===== src/rtl/irq_shadow_pkg.sv =====
package irq_shadow_pkg;
   localparam int FLG_C = 0;
   localparam int FLG_Z = 1;
   localparam int FLG_N = 2;

   typedef enum logic {
      BANK_MAIN = 1'b0,
      BANK_ALT  = 1'b1
   } flag_bank_e;
endpackage


===== src/rtl/irq_svc_track.sv =====
module irq_svc_track
   import irq_shadow_pkg::*;
(
   input  logic       clk,
   input  logic       cpu_rst,
   input  logic       irq_lvl,
   input  logic       irq_en,
   input  logic       fetch_stb,
   input  logic       reti_stb,
   output logic       take_irq,
   output logic       in_svc,
   output flag_bank_e bank_sel
);
   logic svc_q;

   // level is sampled only on an instruction boundary
   assign take_irq = fetch_stb & irq_lvl & irq_en & ~svc_q & ~cpu_rst;

   always_ff @(posedge clk) begin
      if (cpu_rst)       svc_q <= 1'b0;
      else if (take_irq) svc_q <= 1'b1;
      else if (reti_stb) svc_q <= 1'b0;
   end

   assign in_svc   = svc_q;
   assign bank_sel = svc_q ? BANK_ALT : BANK_MAIN;
endmodule


===== src/rtl/shadow_flag_file.sv =====
module shadow_flag_file
   import irq_shadow_pkg::*;
#(
   parameter int NFLAG      = 3,
   parameter bit SWAP_FLAGS = 1'b1
) (
   input  logic             clk,
   input  flag_bank_e       bank_sel,
   input  logic [NFLAG-1:0] flg_we,
   input  logic [NFLAG-1:0] flg_wd,
   output logic [NFLAG-1:0] flg_q
);
   // flag storage has no reset: a core reset must leave both copies intact
   for (genvar i = 0; i < NFLAG; i++) begin : g_flag
      if (SWAP_FLAGS) begin : g_pair
         logic main_q, alt_q;
         always_ff @(posedge clk) begin
            if (flg_we[i]) begin
               if (bank_sel == BANK_ALT) alt_q  <= flg_wd[i];
               else                      main_q <= flg_wd[i];
            end
         end
         assign flg_q[i] = (bank_sel == BANK_ALT) ? alt_q : main_q;
      end else begin : g_single
         logic one_q;
         always_ff @(posedge clk) begin
            if (flg_we[i]) one_q <= flg_wd[i];
         end
         assign flg_q[i] = one_q;
      end
   end
endmodule


===== src/rtl/rom_bank_gate.sv =====
module rom_bank_gate #(
   parameter int BANK_W = 4
) (
   input  logic              clk,
   input  logic              cpu_rst,
   input  logic              force_zero,
   input  logic              bank_we,
   input  logic [BANK_W-1:0] bank_wd,
   output logic [BANK_W-1:0] rom_bank
);
   logic [BANK_W-1:0] bank_q;

   always_ff @(posedge clk) begin
      if (cpu_rst)      bank_q <= '0;
      else if (bank_we) bank_q <= bank_wd;
   end

   assign rom_bank = force_zero ? '0 : bank_q;
endmodule


===== src/rtl/irq_shadow_ctl.sv =====
module irq_shadow_ctl
   import irq_shadow_pkg::*;
#(
   parameter int BANK_W     = 4,
   parameter int NFLAG      = 3,
   parameter int INSN_W     = 16,
   parameter int OPC_W      = 4,
   parameter int CALL_OPC   = 7,
   parameter int VEC_ADDR   = 8,
   parameter bit SWAP_FLAGS = 1'b1
) (
   input  logic              clk,
   input  logic              cpu_rst,
   input  logic              irq_lvl,
   input  logic              irq_en,
   input  logic              fetch_stb,
   input  logic              reti_stb,
   input  logic              bank_we,
   input  logic [BANK_W-1:0] bank_wd,
   input  logic [NFLAG-1:0]  flg_we,
   input  logic [NFLAG-1:0]  flg_wd,
   output logic              take_irq,
   output logic [INSN_W-1:0] subst_word,
   output logic              force_bank0,
   output logic [BANK_W-1:0] rom_bank,
   output logic [NFLAG-1:0]  flg_q
);
   localparam int ADDR_W = INSN_W - OPC_W;

   if (OPC_W < 1 || ADDR_W < 1) begin : g_bad_split
      $error("opcode field must leave room for an address");
   end
   if (CALL_OPC >= (1 << OPC_W) || CALL_OPC < 0) begin : g_bad_opc
      $error("call opcode does not fit its field");
   end
   if (VEC_ADDR >= (1 << ADDR_W) || VEC_ADDR < 0) begin : g_bad_vec
      $error("vector address does not fit the address field");
   end
   if (NFLAG < 1 || BANK_W < 1) begin : g_bad_width
      $error("flag count and bank width must be positive");
   end

   flag_bank_e bank_sel;
   logic       in_svc;

   assign subst_word  = {OPC_W'(CALL_OPC), ADDR_W'(VEC_ADDR)};
   assign force_bank0 = in_svc;

   irq_svc_track u_svc (
      .clk       (clk),
      .cpu_rst   (cpu_rst),
      .irq_lvl   (irq_lvl),
      .irq_en    (irq_en),
      .fetch_stb (fetch_stb),
      .reti_stb  (reti_stb),
      .take_irq  (take_irq),
      .in_svc    (in_svc),
      .bank_sel  (bank_sel)
   );

   shadow_flag_file #(.NFLAG(NFLAG), .SWAP_FLAGS(SWAP_FLAGS)) u_flags (
      .clk      (clk),
      .bank_sel (bank_sel),
      .flg_we   (flg_we),
      .flg_wd   (flg_wd),
      .flg_q    (flg_q)
   );

   rom_bank_gate #(.BANK_W(BANK_W)) u_bank (
      .clk        (clk),
      .cpu_rst    (cpu_rst),
      .force_zero (in_svc),
      .bank_we    (bank_we),
      .bank_wd    (bank_wd),
      .rom_bank   (rom_bank)
   );
endmodule


===== config.mk =====
export PLATFORM = sky130hd
export DESIGN_NAME = irq_shadow_ctl
export DESIGN_NICKNAME = d
export VERILOG_FILES = /design/src/rtl/irq_shadow_pkg.sv /design/src/rtl/irq_svc_track.sv /design/src/rtl/shadow_flag_file.sv /design/src/rtl/rom_bank_gate.sv /design/src/rtl/irq_shadow_ctl.sv
export SDC_FILE = /design/constraint.sdc
export NUM_CORES = 1
export LEC_CHECK = 0
export CORE_ASPECT_RATIO = 1.1
export CORE_MARGIN = 2
export CORE_UTILIZATION = 36
export DETAILED_ROUTE_END_ITERATION = 12
export GPL_TIMING_DRIVEN = 0
export PLACE_DENSITY_LB_ADDON = 0.3
export SLEW_MARGIN = 20
export SYNTH_ARGS = -nofsm -noshare
export SYNTH_HDL_FRONTEND = slang
export SYNTH_SLANG_ARGS = --single-unit
export TNS_END_PERCENT = 50

===== constraint.sdc =====
create_clock -name clk -period 1.65 [get_ports clk]
set_input_delay 0.2475 -clock clk [delete_from_list [all_inputs] [get_ports clk]]
set_output_delay 0.2475 -clock clk [all_outputs]
set_load 0.1 [all_outputs]

==> results of run 1 <==
[kinds of logic (layout without fill, tap and decap cells)]
| logic type | Yosys count | after routing | share of synthesized area |
|---|---|---|---|
| DFF | 11 | 11 | 0.469 |
| muxes | 7 | 7 | 0.123 |
| AOI/OAI and AO/OA | 1 | 1 | 0.0126 |
| buffers and inverters | 18 | 46 | 0.218 |
| and+or+nand+nor | 17 | 17 | 0.165 |
| other | 2 | 16 | 0.0126 |
[per-stage QoR]
stage | instance area (um^2) | setup WS (ns) | hold slack [ns]
2_1_floorplan | 691 | -0.0178 | 0.320
3_3_place_gp | 952 | -0.767 | 0.475
3_5_place_dp | 952 | -0.771 | 0.486
4_1_cts | 965 | -0.101 | 0.308
5_1_grt | 942 | 0.0218 | 0.329
6_report | 942 | 0.0768 | 0.317
[per-layer routing]
metal / vias up / part of all wire
met1: 195 / 0.39
met4: 0 / 0.013
met2: 29 / 0.48
met5: - / 0
li1: 237 / -
met3: 2 / 0.12
[placed cells by master, fill, tap and decap left out, drive strengths merged]
| cell type | netlist | final |
|---|---|---|
| clkdlybuf4s50 | 0 | 15 |
| nor2 | 4 | 4 |
| conb | 2 | 16 |
| mux2i | 4 | 4 |
| mux2 | 3 | 3 |
| buf | 17 | 25 |
| clkdlybuf4s15 | 0 | 1 |
| edfxtp | 6 | 6 |
| clkbuf | 1 | 5 |
| or3b | 1 | 1 |
| nor2b | 5 | 5 |
| o31ai | 1 | 1 |
| nand3 | 1 | 1 |
| dfxtp | 5 | 5 |
| and2 | 3 | 3 |
| nor3 | 1 | 1 |
| and2b | 2 | 2 |
[final cells by class]
class | instances | area (um^2)
fill | 143 | 616
tap | 17 | 21.3
timing repair buffer | 24 | 204
multi-input combinational | 41 | 267
buffer | 18 | 140
sequential | 11 | 284
clock buffer | 4 | 26.3
[power by group]
part | total (mW) | internal [mW] | switching, mW
registers | 0.307 | 0.301 | 0.00600
logic | 0.375 | 0.0896 | 0.286
clock network | 0.185 | 0.0937 | 0.0914
total | 0.867 | 0.484 | 0.383
[how the worst min path moves through the flow]
| stage | startpoint | endpoint | slack (ns) | depth (start not counted) |
|---|---|---|---|---|
| after detailed placement | u_bank.bank_q[2] | u_bank.bank_q[2] | 0.49 | 2 |
| after global placement | u_bank.bank_q[0] | u_bank.bank_q[0] | 0.47 | 2 |
| after floorplan | cpu_rst | u_bank.bank_q[0] | 0.32 | 1 |
| after CTS | bank_we | u_bank.bank_q[2] | 0.31 | 3 |
| final | bank_we | u_bank.bank_q[2] | 0.32 | 3 |
| after global routing | bank_we | u_bank.bank_q[1] | 0.33 | 3 |
[tightest hold or removal path: stages]
cell and delay, ns:
clkbuf_2 0.15, mux2i_1 0.09, nor2_1 0.07
[flip-flops by register name, summed over array words and instances, names as in the netlist]
register and cells:
u_bank.bank_q 4, u_flags.g_flag.g_pair.main_q 3, u_svc.in_svc 1, u_flags.g_flag.g_pair.alt_q 3
[repair_timing]
item,4_1_cts,5_1_grt
gates cloned,0,0
hold endpoints to repair,0,0
setup endpoints to repair,9,4
gates resized for setup,38,6
hold buffers,0,0
==> results_dict.tcl, run 1 <==
set metrics [dict create \
    status "complete, no violations" \
    cp.arrival_ns 1.33 \
    slowest_stage "clkdlybuf4s50_1" \
    clockBufferDepth 2 \
    num_vias 463 \
    antenna_found_initial 0 \
    post_cts_buffers 0 \
    seq_area_frac_synth 0.469 \
    total_power_uw 867 \
    port_buffers 24 \
    report.final.slew_viol_count 0 \
    irDropWorstVdd_mv 0.603 \
    drtIter0Drc 10 \
    endpoint_kind "primary output" \
    utilization 0.605 \
    n_antenna_cell 0 \
    routed_wl_mm 1.08 \
    netlist_top_cells_area "edfxtp_1 30%, buf_4 20%, dfxtp_1 17%, mux2i_1 6.7%, mux2_2 5.6%" \
    endpoint "take_irq" \
    synth_top_area_frac 0.301 \
    drive_above_1_share 0.378 \
    path_class "input pin to primary output" \
    cts_tree "built" \
    use_met2 0.233 \
    min_path_type "input pin to flip-flop" \
    num_rows 15 \
    ys.flop_type "edfxtp_1" \
    worstMarginPinSlew_ns 0.545 \
    hold_viol 0 \
    die-area_um2 2000 \
    gp_congestion 0.627 \
    ant_nets 0 \
    synth_edf_count 6 \
    syn_avg_cell_area_um2 10.7 \
    crit_family "buffers and inverters" \
    cp.depth 3 \
    pin_count 42 \
    synth_commonest_cells "16 x buf_4, 6 x edfxtp_1, 5 x dfxtp_1, 5 x nor2b_1" \
    cts_root_buffer "clkbuf_4" \
    syn-instance-count 56 \
    fin_crit_sh 0.953 \
    grt_first_pass_wirelength_mm 1.70 \
    die_h_um 46.8 \
    dr.pass1.iters 3 \
    crit_path_start_kind "input pin" \
    clk_pin_slew_ns 0.07 \
    critPathMaxFanout 7 \
    htree_levels 1 \
    grt_setup_unrepaired "false" \
    die_x_um 42.9 \
    critPathBufInv 2 \
    track_usage 0.123 \
    required_ns 1.40 \
    yosys.cell_types.count 16 \
    ys_ff_latch 11 \
    worst-r2r-setup-slack_ns 0.68 \
    avgRoutedWirePerCell_um 9.36 \
    r2r_end "u_flags.g_flag[1].g_pair.alt_q" \
    synth_top_area_cell "edfxtp_1" \
    dp.cells 111 \
    reg2reg_depth 2 \
    use_met1 0.103 \
    final_nets 116 \
    yosys_warnings 0 \
    cts.sinks 11 \
    cellLeakagePower_nw 0.446 \
    viasPerCell 4.03 \
    cts_made_buffers 3 \
    area_growth_pct 57.5 \
    finalNonFillerCells 115 \
    top_usage_layer "met2" \
    grt_max_degree 11 \
    setup-violations-final 0 \
    setup_tns_ns 0 \
    p_per_area_nw_per_um2 921 \
    finalCriticalPeriod_ns 1.57 \
    slew_headroom 0.638 \
    regToRegStartpoint "u_svc.in_svc" \
    overflow 0 \
    critPathMaxStageDelay_ns 0.55 \
    clkLatencyLatePin_ns 0.27 \
    cp_cell_sequence "clkdlybuf4s50_1 -> nor3_4 -> buf_4" \
    max_freq_mhz 636 \
    grt_pass1_vias 454 \
    cap_violations 0 \
    start_util 0.384 \
    finClkSkew_ns 0.00206 \
    core-area_um2 1560 \
    syn-cell-area_um2 598 \
    grt_util_met3 0.0654 \
    yosysMostFrequentCell "buf_4" \
    drc 0 \
    crit_start "cpu_rst" \
    async_flop_share 0 \
]
No activity file was read; power rests on OpenSTA's default activity.
==> run 2, diff against run 1 <==
--- a/config.mk
+++ b/config.mk
@@ -8,6 +8,7 @@
 export CORE_ASPECT_RATIO = 1.1
 export CORE_MARGIN = 2
 export CORE_UTILIZATION = 36
+export CTS_CLUSTER_DIAMETER = 120
 export DETAILED_ROUTE_END_ITERATION = 12
 export GPL_TIMING_DRIVEN = 0
 export PLACE_DENSITY_LB_ADDON = 0.3
==> results of run 2 <==
No change in the layout: final DEF, timing and power equal those of run 1.
==> run 3, diff against run 2 <==
--- a/config.mk
+++ b/config.mk
@@ -10,7 +10,6 @@
 export CORE_UTILIZATION = 36
 export CTS_CLUSTER_DIAMETER = 120
 export DETAILED_ROUTE_END_ITERATION = 12
-export GPL_TIMING_DRIVEN = 0
 export PLACE_DENSITY_LB_ADDON = 0.3
 export SLEW_MARGIN = 20
 export SYNTH_ARGS = -nofsm -noshare
==> run 3 against run 2 <==
Against the previous run: non-clock buffer count down 16; critical path depth decreased by 1; first-iteration DRC count is 80% lower; sequential power increased by 1%; utilization increased by 0.24 points; final cell count fell by 14%; total power grew 0.48%; via count fell by 11%; flip-flop and latch count is the same; global-route usage shrank 2.5 points; clock power down 7%.
==> results_dict.tcl, run 3 (same netlist as run 1, synthesis figures left out) <==
set metrics [dict create \
    largest_register "u_bank.bank_q" \
    report.final.slew_viol_count 0 \
    area_growth_pct 58.2 \
    p_sw_uw 374 \
    start_util 0.384 \
    clockBufferDepth 2 \
    routed_wl_mm 1.00 \
    min_path_type "flip-flop to flip-flop" \
    critPathMaxFanout 17 \
    finalCriticalPeriod_ns 1.57 \
    die_h_um 46.8 \
    top_regs "u_bank.bank_q (4), u_flags.g_flag.g_pair.alt_q (3), u_flags.g_flag.g_pair.main_q (3)" \
    grt_setup_unrepaired "false" \
    setup-violations-final 0 \
    ctsHoldBuffers 0 \
    p_comb_frac 0.446 \
    hold_viol 0 \
    crit_path_start_kind "flip-flop" \
    dp.cells 95 \
    total_power_uw 871 \
    use_met1 0.0988 \
    grt_first_pass_wirelength_mm 1.40 \
    pin_count 42 \
    cts_made_buffers 3 \
    final_cell_mix "16 x conb_1, 16 x clkdlybuf4s50_1, 9 x buf_12, 6 x edfxtp_1" \
    path_class "flip-flop to primary output" \
    finClkSkew_ns 0.000222 \
    multiInputGateArea_um2 267 \
    cts_tree "built" \
    finalNonFillerCells 99 \
    cellLeakagePower_nw 0.398 \
    post_cts_buffers 0 \
    required_ns 1.40 \
    switching_share 0.429 \
    grt_pass1_vias 373 \
    ant_nets 0 \
    utilization 0.607 \
    num_rows 15 \
    cp.arrival_ns 1.33 \
    nFillCells 139 \
    top_usage_layer "met2" \
    drive_above_1_share 0.244 \
    p_per_area_nw_per_um2 921 \
    die_x_um 42.9 \
    gp_congestion 0.618 \
    seqPwrFrac 0.357 \
    max_freq_mhz 635 \
    core-area_um2 1560 \
    endpoint_kind "primary output" \
    avgRoutedWirePerCell_um 10.1 \
    fin_crit_sh 0.954 \
    die-area_um2 2000 \
    clockPowerShare 0.197 \
    ff_latch_area_um2 284 \
    final_nets 100 \
    largest_reg_flops 4 \
    track_usage 0.0979 \
    p_int_uw 498 \
    htree_levels 1 \
    dr.pass1.iters 2 \
    postCtsResizedCells 0 \
    irDropWorstVdd_mv 0.531 \
    drtIter0Drc 2 \
    port_buffers 25 \
    status "complete, no violations" \
    cts.sinks 11 \
    use_met2 0.182 \
    viasPerCell 4.14 \
    antenna_found_initial 0 \
    clkLatencyLatePin_ns 0.25 \
    drc 0 \
    grt_util_met3 0.0308 \
    hpwl_um 784 \
    num_vias 410 \
    cap_violations 0 \
    clk_pin_slew_ns 0.06 \
    overflow 0 \
    cts_root_buffer "clkbuf_4" \
    n_antenna_cell 0 \
    setup_tns_ns 0 \
    grt_max_degree 18 \
]
run 3: final timing paths:
path / start / end / slack, ns / cells past startpoint
max: u_svc.in_svc / flg_q[2] / 0.08 / 2
min: u_bank.bank_q[0] / u_bank.bank_q[0] / 0.49 / 2
max reg2reg: u_svc.in_svc / u_svc.in_svc / 0.60 / 2
min reg2reg: u_bank.bank_q[0] / u_bank.bank_q[0] / 0.49 / 2
run 3: critical path, stage by stage, from the launching register on:
cell     delay (ns)
dfxtp_4        0.50
mux2_2         0.40
buf_12         0.17
run 3: layout make-up:
| cell class | instances | area share |
|---|---|---|
| Clock buffer | 4 | 0.0278 |
| Multi-Input combinational cell | 41 | 0.282 |
| Sequential cell | 11 | 0.300 |
| Tap cell | 17 | 0.0225 |
| Timing Repair Buffer | 26 | 0.368 |
run 3: power by group through the flow:
stage / sequential [mW] / combinational, mW / clock [mW]
2_1_floorplan: 0.319 / 0.313 / 0
3_3_place_gp: 0.317 / 0.387 / 0
3_5_place_dp: 0.317 / 0.389 / 0
4_1_cts: 0.311 / 0.390 / 0.179
5_1_grt: 0.313 / 0.398 / 0.192
6_report: 0.311 / 0.388 / 0.172
run 3: routing by layer:
| layer | vias up | share of wire | wire length [um] |
|---|---|---|---|
| met5 | - | 0 | 0 |
| met4 | 0 | 0 | 0 |
| met3 | 0 | 0.13 | 128 |
| met2 | 25 | 0.49 | 494 |
| met1 | 182 | 0.38 | 379 |
| li1 | 203 | - | - |
run 3: stage by stage:
step / instance area, um^2 / hold WS, ns / setup slack, ns
3_3_place_gp: 920 / 0.472 / 0.206
2_1_floorplan: 691 / 0.320 / -0.0178
6_report: 946 / 0.490 / 0.0763
5_1_grt: 946 / 0.529 / 0.0299
4_1_cts: 946 / 0.501 / 0.0595
3_5_place_dp: 920 / 0.485 / 0.196
